### src/rtl/rt_modecode_status.sv
module rt_modecode_status #(
  parameter int WW = 16,
  parameter int FW = 6
) (
  input  logic          clk,
  input  logic          mrst,
  input  logic          srst,
  input  logic          host_wr,
  input  logic [1:0]    host_addr,
  input  logic [WW-1:0] host_wdata,
  output logic [WW-1:0] host_rdata,
  input  logic          mc6_inh,
  input  logic          mc7_ovr,
  input  logic          mc19_bit,
  input  logic          alt_sel,
  input  logic [WW-1:0] int_bit_word,
  input  logic [FW-1:0] addr_pins,
  input  logic          init_ld,
  input  logic [FW-1:0] init_field,
  output logic          tf_en,
  output logic          inh_flag,
  output logic          par_fail,
  output logic          resp_vld,
  output logic [WW-1:0] resp_word,
  output logic          buf_wr,
  output logic [WW-1:0] buf_data
);

  logic [WW-1:0] alt_q;
  logic [FW-1:0] fld_q;
  logic          inh_q;
  logic          resp_alt_q;

  always_ff @(posedge clk) begin
    if (mrst) begin
      alt_q      <= '0;
      inh_q      <= 1'b0;
      fld_q      <= addr_pins;
      resp_vld   <= 1'b0;
      resp_word  <= '0;
      resp_alt_q <= 1'b0;
      buf_wr     <= 1'b0;
      buf_data   <= '0;
    end else begin
      if (host_wr && host_addr == 2'd0) alt_q <= host_wdata;
      if (srst || mc7_ovr) inh_q <= 1'b0;
      else if (mc6_inh)    inh_q <= 1'b1;
      if (init_ld) fld_q <= init_field;
      resp_vld   <= mc19_bit;
      if (mc19_bit) resp_word <= alt_sel ? alt_q : int_bit_word;
      resp_alt_q <= mc19_bit & alt_sel;
      buf_wr     <= resp_alt_q;
      if (resp_alt_q) buf_data <= resp_word;
    end
  end

  assign inh_flag = inh_q;
  assign tf_en    = ~inh_q;
  assign par_fail = ~(^fld_q);

  always_comb begin
    case (host_addr)
      2'd0:    host_rdata = alt_q;
      2'd1:    host_rdata = {{(WW-2){1'b0}}, par_fail, inh_q};
      2'd2:    host_rdata = {{(WW-FW){1'b0}}, fld_q};
      default: host_rdata = '0;
    endcase
  end

endmodule


### config.mk
export PLATFORM = sky130hd
export DESIGN_NAME = rt_modecode_status
export DESIGN_NICKNAME = d
export VERILOG_FILES = /design/src/rtl/rt_modecode_status.sv
export SDC_FILE = /design/constraint.sdc
export NUM_CORES = 1
export LEC_CHECK = 0
export BUFFER_PORTS_ARGS = -buffer_cell sky130_fd_sc_hd__buf_2
export CORE_MARGIN = 3
export CORE_UTILIZATION = 52
export CTS_BUF_LIST = sky130_fd_sc_hd__clkbuf_4
export CTS_CLUSTER_DIAMETER = 30
export DETAILED_ROUTE_END_ITERATION = 16
export PLACE_DENSITY = 0.95
export SYNTH_ARGS = -nofsm -noshare
export SYNTH_HDL_FRONTEND = slang
export SYNTH_SLANG_ARGS = --single-unit
### constraint.sdc
create_clock -name clk -period 3.2 [get_ports clk]
set_input_delay 0.64 -clock clk [delete_from_list [all_inputs] [get_ports clk]]
set_output_delay 0.64 -clock clk [all_outputs]
set_load 0.05 [all_outputs]
==> results of run 1 <==
## logic make-up after synthesis
kind of cell    after synthesis  synth area share
flops                        58            0.4990
simple gates                 88            0.1600
compound gates               34           0.08691
xor+xnor                      4           0.01994
mux                          44            0.1830
buf+inv                      21           0.05112
## flip-flops by register name, indices dropped and copies added, names as in the netlist
register and count:
resp_vld 1, resp_word 16, buf_wr 1, resp_alt_q 1
alt_q 16, buf_data 16, inh_flag 1, fld_q 6
## metrics by stage
stage               utilization  cell area, um^2  setup WS, ns  total power [mW]
finish                   0.6959             3093        0.7310             1.699
global route             0.6959             3093        0.6516             1.770
CTS                      0.6959             3093        0.7126             1.710
detailed placement       0.6610             2938        0.8566             1.140
global placement         0.6610             2938        0.9230             1.130
floorplan                     -             2447        0.6856             1.055
## layout make-up
| cell class | instances | share of cell area |
|---|---|---|
| clock buffer | 10 | 0.02427 |
| tap | 52 | 0.02104 |
| multi-input combinational | 170 | 0.3560 |
| timing repair buffer | 108 | 0.1756 |
| inverter | 2 | 0.002427 |
| clock inverter | 6 | 0.02589 |
| sequential | 58 | 0.3948 |
## critical path, cell delays in order, from the launching register on
cell and delay [ns]:
edfxtp_1 0.43, xnor2_1 0.17, xnor3_1 0.44, o22ai_1 0.13, buf_2 0.29
## placed cells by master, fill, tap and decap left out, drive strengths merged, types with 6 or more instances in the layout
cell,count
a211oi,16
nand2,32
and2,11
mux2i,38
dfxtp,52
mux2,6
clkbuf,10
nor2,38
buf,108
edfxtp,6
a21oi,16
## worst max path at each step
| stage | endpoint | slack (ns) |
|---|---|---|
| after CTS | host_rdata[1] | 0.71 |
| after detailed placement | host_rdata[9] | 0.86 |
| after global routing | host_rdata[1] | 0.65 |
| after floorplan | host_rdata[0] | 0.69 |
| final | host_rdata[1] | 0.73 |
| after global placement | host_rdata[11] | 0.92 |
## power by group
part / switching, mW / internal [mW] / total (mW) / leakage, nW
Clock: 0.255 / 0.322 / 0.576 / 0.0881
Sequential: 0.0296 / 0.770 / 0.799 / 0.486
Combinational: 0.215 / 0.109 / 0.324 / 0.889
## routing by layer
metal / global-route usage / share of wire / vias to the layer above
li1: - / - / 1055
met1: 0.2549 / 0.42 / 940
met2: 0.3698 / 0.50 / 79
met3: 0.04189 / 0.051 / 14
met4: 0.1146 / 0.028 / 0
met5: 0 / 0 / -
==> results.md, run 1 <==
- Status: finished, final reports clean
- Largest net degree at the start of global routing: 36
- Die Wd: 74.61 um
- Setup TNS: 0 ns
- Tmin final: around 2.5 ns
- Clock Path Buffers: 2
- IO Port Bufs: approximately 110
- Post-CTS Setup Inserts: 0
- Site Rows: 24
- Area fraction of the dominant cell type after synthesis: 0.4254
- I/O Pins: 108
- Count leader, synth: dfxtp_1
- Critical path startpoint category: flip-flop
- Worst Path Required: 2.56 ns
- Hold Path Sink: inh_flag
- Layout net count: around 400
- Vias in the first global route: 1977
- Average size of a mapped cell: 9.829 um^2
- Setup CP Type: reg -> out
- Distinct cell type count of the synthesized netlist: 25
- Post-Route WL: 5.783 mm
- H-tree depth: 3
- Drt pass-1 iters: 5
- Sink Count: a little under 60
- Area of the multi-input gates: 1101 um^2
- Chip Height: 74.61 um
- First-pass GRT wire length: 9.080 mm
- Data arrival, critical path: 1.83 ns
- Dominant synthesized flop cell: dfxtp_1
- RSZ-0062 raised after global routing: false
- Worst r2r src: resp_alt_q
- Synth area leader: dfxtp_1
- Clk_skew: 0.005889 ns
- CP startpoint: fld_q[1]
- Fraction of layout cells with a size suffix above 1: 0.3701
- Post-synth net total: 304
- Rel. slew slack: 0.4021
- Hold Crit Depth: 2
- Worst-path clk slew: 0.09 ns
- Starting Density: 0.5507
- Post-route DRC: 0
- Synth warn: 0
- Initial antenna violation count: 0
- CTS tree: done
- Peak fanout along the critical path: 2
- Hold_sp: mc7_ovr
- Reg2reg setup slack: 1.82 ns
- Antenna Cells: 0
- Worst Max-Slew Pin Slew: 0.8957 ns
- Number of synthesized flops with an enable pin: 6
- Global placer's final weighted congestion: about 0.9
- Total GRT Usage: 0.2160
- Iteration-0 DRC Markers: 117
- Max-Cap Viols: 0
- Fillers: 352
- Core Footprint: 4444 um^2
- Die area: around 5600 um^2
- Root Driver: clkbuf_4
- Clk_lat worst skew: 0.37 ns
- Wire per inst: 14.24 um
- Worst r2r path cells: 2
- Overflow after GRT: 0
- Fmax: between 400 and 500 MHz
- P&R area growth vs syn: 26.38%
- Post-cts repair resize count: 0
- Lkg Pwr: 1.463 nW
- CP Capture Type: primary output
- Final Hold Slack: around 0.42 ns
- Cell count after synthesis: between 200 and 250
- Count of final hold-check violations: 0
- Fin crit share: 0.7716
- Fin. max-slew vios: 0
- Setup violators final: 0
- Inst Count DP: 390
- Vias post-DR: 2088
- FF/Latch Area: 1221 um^2
- Final Non-Filler Cells: 406
- Cts bufs inserted: 9
- Register area share after synthesis: 0.4990
- Top cells by count, synth: dfxtp_1 (52), mux2i_1 (38), nor2_1 (38)
- Top cells by area, synth: dfxtp_1 (43%), mux2i_1 (16%), edfxtp_1 (7.4%), nor2_1 (5.8%), a211oi_1 (4.9%)
- Vias/cell: between 5 and 6
- VDD IR-drop max: 0.0005036 V
- Hold Path Class: in -> reg
- Reg2reg end: buf_data[0]
- Post-synth ARST share: 0
- Pwr dens: 549.4 nW/um^2
- Cts hold-fix bufs: 0
- Antenna-violating nets left: 0
- DP HPWL: 4.521 mm
- Cell Area, Synth: roughly 2400 um^2
- Seq cells post-synth: 58
No activity file was read; power rests on OpenSTA's default activity.
==> run 2: changes to the inputs <==
CORE_UTILIZATION = 49   (was 52)
PLACE_DENSITY = 0.91   (was 0.95)
clock period = 2.43 ns   (was 3.2 ns; I/O delays follow)
==> run 2 against run 1 <==
Compared with the run above:
- sequential share of layout area is 0.38 points lower
- setup slack got worse by 0.58 ns
- critical path depth unchanged
- via count is 0.24% lower
- first-iteration DRC count shrank 23%
- critical path type unchanged
- highest routed layer unchanged
==> results.md, run 2 (synthesis results as in run 1) <==
- Status: finished, final reports clean
- Clk_skew: 0.004399 ns (-0.001489 ns)
- Starting Density: 0.5114 (-0.03930)
- Critical Path, Cell by Cell: xnor2_1 > xnor3_1 > o22ai_1 > buf_4
- Die Wd: 76.67 um (+2.8%)
- Core Footprint: 4786 um^2 (+7.7%)
- CTS tree: done
- Cts hold-fix bufs: 0 (unchanged)
- Critical Path Max Stage Delay: 0.43 ns (about the same)
- First-pass GRT wire length: 9.528 mm (+4.9%)
- DP Worst Slack: 0.3743 ns (-0.4823 ns)
- Fin. max-slew vios: 0 (unchanged)
- Cts bufs inserted: 9 (unchanged)
- Commonest cells after routing, fill and taps aside: buf_2 (106), dfxtp_1 (52), mux2i_1 (38), nor2_1 (38), nand2_1 (32)
- Largest registers: alt_q (16), buf_data (16), resp_word (16)
- Clk_lat worst skew: 0.38 ns (about the same)
- Fraction of layout cells with a size suffix above 1: 0.3718 (+0.001774)
- Sink Count: 58 (unchanged)
- Initial antenna violation count: 0 (unchanged)
- Site Rows: 25 (+4.2%)
- Tmin final: between 2 and 2.5 ns
- Crit path max-delay cell type: edfxtp_1
- Die area: 5878 um^2 (+5.6%)
- Reg2reg setup slack: 1.02 ns (-0.80 ns)
- Peak fanout along the critical path: 2 (unchanged)
- Pwr dens: 719.1 nW/um^2 (+31%)
- Fillers: 410 (+16%)
- Worst Path Required: 1.94 ns (-0.62 ns)
- CP Capture Type: primary output
- RSZ-0062 raised after global routing: false
- Drt pass-1 iters: 4 (-1)
- I/O Pins: 108 (unchanged)
- Count of final hold-check violations: 0 (unchanged)
- Lkg Pwr: 1.464 nW (about the same)
- Setup violators final: 0 (unchanged)
- Worst Max-Slew Pin Slew: 0.9303 ns (+0.03460 ns)
- Most common cell after layout, fill and taps aside: buf_2
- PnR worst setup slack: 0.1499 ns (-0.5811 ns)
- Worst-path clk slew: 0.10 ns (about the same)
- Chip Height: 76.67 um (+2.8%)
- Total GRT Usage: 0.2043 (-0.01180)
- Max-Cap Viols: 0 (unchanged)
- Layout net count: 405 (+0.25%)
- Post-route DRC: 0 (unchanged)
- Critical path startpoint category: flip-flop
- Antenna-violating nets left: 0 (unchanged)
- Final Hold Slack: 0.2551 ns (-0.1673 ns)
- Setup CP Type: reg -> out
- Hold Path Class: in -> reg
- Vias post-DR: 2083 (-0.24%)
- Vias in the first global route: 2054 (+3.9%)
- VDD IR-drop max: 0.0004193 V (-17%)
- Rel. slew slack: 0.3790 (-0.02310)
- Setup TNS: 0 ns (unchanged)
- Clock Path Buffers: 2 (unchanged)
- Iteration-0 DRC Markers: 90 (-23%)
- Post-Route WL: 5.812 mm (+0.50%)
- P&R area growth vs syn: 27.61%
- H-tree depth: 3 (unchanged)
- Data arrival, critical path: 1.79 ns (-0.04 ns)
- IO Port Bufs: 107 (unchanged)
- Largest net degree at the start of global routing: 34 (-5.6%)
- Global placer's final weighted congestion: 0.8338 (-10%)
- Root Driver: clkbuf_4
- Overflow after GRT: 0 (unchanged)
- Vias/cell: 4.936 (-4.0%)
- Post-CTS Setup Inserts: 0 (unchanged)
- Antenna Cells: 0 (unchanged)
- DP HPWL: 4.477 mm (-0.99%)
- Wire per inst: 13.77 um (-3.3%)
- Fmax: 438.6 MHz
- Fin crit share: 0.9383
run 2: final timing paths:
kind	startpoint	end	cells past startpoint
hold reg to reg	alt_q[10]	alt_q[10]	2
setup / recovery	fld_q[1]	host_rdata[1]	4
hold / removal	srst	inh_flag	2
setup reg to reg	resp_alt_q	buf_data[14]	2
run 2: layout make-up:
cell class / count / area [um^2] / area share
clock buffers: 10 / 75.07 / 0.02404
clock inverters: 6 / 81.33 / 0.02604
inverters: 2 / 7.507 / 0.002404
multi-input cells: 170 / 1101 / 0.3526
flip-flops and latches: 58 / 1221 / 0.3910
well taps: 67 / 83.83 / 0.02684
repair buffers: 109 / 553.0 / 0.1771
run 2: per-stage QoR:
step / instances / util / cell area (um^2) / power, mW
4_1_cts: 422 / 0.6520 / 3120 / 2.256
5_1_grt: 422 / 0.6525 / 3123 / 2.345
3_3_place_gp: 406 / 0.6193 / 2964 / 1.490
2_1_floorplan: 249 / - / 2447 / 1.389
3_5_place_dp: 406 / 0.6193 / 2964 / 1.501
6_report: 422 / 0.6525 / 3123 / 2.246
run 2: worst max-delay path: cells and delay by family (launching register included):
family          cells  cell delay, ns
buf+inv             1            0.22
compound gates      1            0.13
xor+xnor            2            0.64
flops               1            0.43
run 2: where the power goes:
group / internal [mW] / leakage, nW / switching (mW)
Sequential: 1.01 / 0.486 / 0.0383
Combinational: 0.146 / 0.894 / 0.281
Clock: 0.422 / 0.0838 / 0.344
Total: 1.58 / 1.46 / 0.663
run 2: routing by layer:
metal,GRT usage,vias to the layer above,wire length (um),part of all wire
met5,0,-,0,0
met4,0.1087,0,127,0.022
met3,0.05047,13,266,0.046
met2,0.3432,68,2922,0.50
met1,0.2392,946,2496,0.43
li1,-,1056,-,-
run 2: what timing repair did:
action / 4_1_cts / 5_1_grt
setup endpoints to repair: 0 / 1
gates resized for setup: 0 / 2
endpoints found under the hold margin: 0 / 0
==> run 3: changes to the inputs <==
clock period = 2.48 ns   (was 2.43 ns; I/O delays follow)
==> run 3 against run 2 <==
Compared with the run above:
- sequential share of layout area grew 0.65 points
- combinational power down 3%
- largest cell class unchanged
- critical path depth stayed put
- sequential power is essentially flat
==> results.md, run 3 (synthesis results as in run 1) <==
- Status: finished, final reports clean
- Antenna-violating nets left: 0 (unchanged)
- Core Footprint: 4786 um^2 (unchanged)
- Crit path max-delay cell type: edfxtp_1
- Inst Count DP: 406 (unchanged)
- Worst Path Required: 1.98 ns (+0.04 ns)
- Commonest cells after routing, fill and taps aside: buf_2 (107), dfxtp_1 (52), mux2i_1 (38), nor2_1 (38), nand2_1 (32)
- Vias/cell: 4.784 (-3.1%)
- P&R area growth vs syn: 25.51%
- Overflow after GRT: 0 (unchanged)
- Worst r2r src: resp_alt_q
- Fillers: 416 (+1.5%)
- Initial antenna violation count: 0 (unchanged)
- Tot Pwr: 1.987 mW (-12%)
- Cts bufs inserted: 9 (unchanged)
- Data arrival, critical path: 1.86 ns (+0.07 ns)
- IO Port Bufs: 107 (unchanged)
- Starting Density: 0.5114 (unchanged)
- Wire per inst: 13.57 um (-1.4%)
- Lkg Pwr: 1.435 nW (-2.0%)
- Die area: 5878 um^2 (unchanged)
- Clk_lat worst skew: 0.40 ns (+0.02 ns)
- RSZ-0062 raised after global routing: false
- Count of final hold-check violations: 0 (unchanged)
- CP Capture Type: primary output
- Most Crowded Layer GR: met2
- Sink Count: 58 (unchanged)
- Final Non-Filler Cells: 422 (unchanged)
- Layout net count: 405 (unchanged)
- Setup TNS: 0 ns (unchanged)
- Cts hold-fix bufs: 0 (unchanged)
- Site Rows: 25 (unchanged)
- Die Wd: 76.67 um (unchanged)
- Total GRT Usage: 0.2016 (-0.002700)
- First-pass GRT wire length: 9.225 mm (-3.2%)
- Post-Route WL: 5.728 mm (-1.4%)
- Largest registers: alt_q (16), buf_data (16), resp_word (16)
- Setup violators final: 0 (unchanged)
- Clk_skew: 0.008891 ns (+0.004492 ns)
- Tmin final: 2.352 ns
- Pwr dens: 647.0 nW/um^2 (-10%)
- CP Capture Point: host_rdata[1]
- VDD IR-drop max: 0.0003394 V (-19%)
- CTS tree: done
- Clock Path Buffers: 2 (unchanged)
- Post-route DRC: 0 (unchanged)
- Fin. max-slew vios: 0 (unchanged)
- Worst Max-Slew Pin Slew: 0.9170 ns (-0.01321 ns)
- I/O Pins: 108 (unchanged)
- Fmax: 425.3 MHz
- Critical path startpoint category: flip-flop
- CP startpoint: fld_q[4]
- Met1 usage: 0.2408 (+0.001675)
- Root Driver: clkbuf_4
- Fin crit share: 0.9482
- Worst-path clk slew: 0.09 ns (about the same)
- Critical Path, Cell by Cell: xnor2_1 > xnor3_1 > o22ai_1 > buf_2
- Grt met3 use: 0.05516 (+0.004695)
- Chip Height: 76.67 um (unchanged)
- Most common cell after layout, fill and taps aside: buf_2
- Iteration-0 DRC Markers: 115 (+28%)
- Largest net degree at the start of global routing: 34 (unchanged)
- Fraction of layout cells with a size suffix above 1: 0.3662 (-0.005634)
- Peak fanout along the critical path: 2 (unchanged)
- Global placer's final weighted congestion: 0.8514 (+2.1%)
- Reg2reg setup slack: 1.10 ns (+0.08 ns)
- Drt pass-1 iters: 4 (unchanged)
- Vias post-DR: 2019 (-3.1%)
- Post-Place Cell Area: 2964 um^2 (unchanged)
- H-tree depth: 3 (unchanged)
- Worst r2r path cells: 2 (unchanged)
- Max-Cap Viols: 0 (unchanged)
- Final Cell Area: 3072 um^2 (-1.6%)
- Setup CP Type: reg -> out
- Hold Path Class: in -> reg
- Antenna Cells: 0 (unchanged)
- DP HPWL: 4.373 mm (-2.3%)
- Reg2reg end: buf_data[3]
- Post-CTS Setup Inserts: 0 (unchanged)
- Vias in the first global route: 1956 (-4.8%)
- Post-cts repair resize count: 0 (unchanged)
- Rel. slew slack: 0.3878 (+0.008819)
- Critical Path Max Stage Delay: 0.42 ns (about the same)
- GR met2 Demand/Resource: 0.3293 (-0.01394)
-- run 3: cell types whose count changed in the layout (fill, tap and decap cells not counted), sizes merged --
| cell | delta |
|---|---|
| clkinvlp | +1 |
| bufinv | -2 |
| inv | +1 |
-- run 3: how the worst min path moves through the flow --
stage	start	end	slack, ns	depth (start not counted)
after global placement	alt_q[12]	alt_q[12]	0.47	2
after floorplan	alt_q[10]	alt_q[10]	0.44	2
after detailed placement	alt_q[14]	alt_q[14]	0.46	2
after global routing	mc7_ovr	inh_flag	0.22	2
final	srst	inh_flag	0.25	2
after CTS	srst	inh_flag	0.23	2
-- run 3: per-stage QoR --
stage	utilization	setup slack, ns	hold slack, ns
final	0.6418	0.1285	0.2511
after global routing	0.6418	0.008455	0.2244
after CTS	0.6418	0.09826	0.2251
after detailed placement	0.6193	0.4092	0.4646
after global placement	0.6193	0.4706	0.4658
after floorplan	-	0.1096	0.4444
-- run 3: per-layer routing --
metal  share of wire  vias to the layer above
met2            0.49                       57
met1            0.44                      899
met5               0                        -
li1                -                     1053
met3           0.051                       10
met4           0.018                        0
-- run 3: worst max-delay path: cells and delay by family (launching register included) --
family                 cells  cell delay, ns
XOR/XNOR                   2            0.65
buffers and inverters      1            0.28
AO/OA/AOI/OAI              1            0.11
flip-flops                 1            0.42
-- run 3: layout make-up --
class	count	area [um^2]	share of cell area
inverters	2	7.507	0.002444
clock inverters	6	32.53	0.01059
flip-flops and latches	58	1221	0.3976
clock buffers	10	75.07	0.02444
repair buffers	109	550.5	0.1792
well taps	67	83.83	0.02729
multi-input cells	170	1101	0.3585
-- run 3: where the power goes --
| part | total (mW) | switching, mW | internal (mW) |
|---|---|---|---|
| Combinational | 0.417 | 0.275 | 0.142 |
| Sequential | 1.03 | 0.0379 | 0.993 |
| Clock | 0.540 | 0.333 | 0.207 |
| Total | 1.99 | 0.645 | 1.34 |
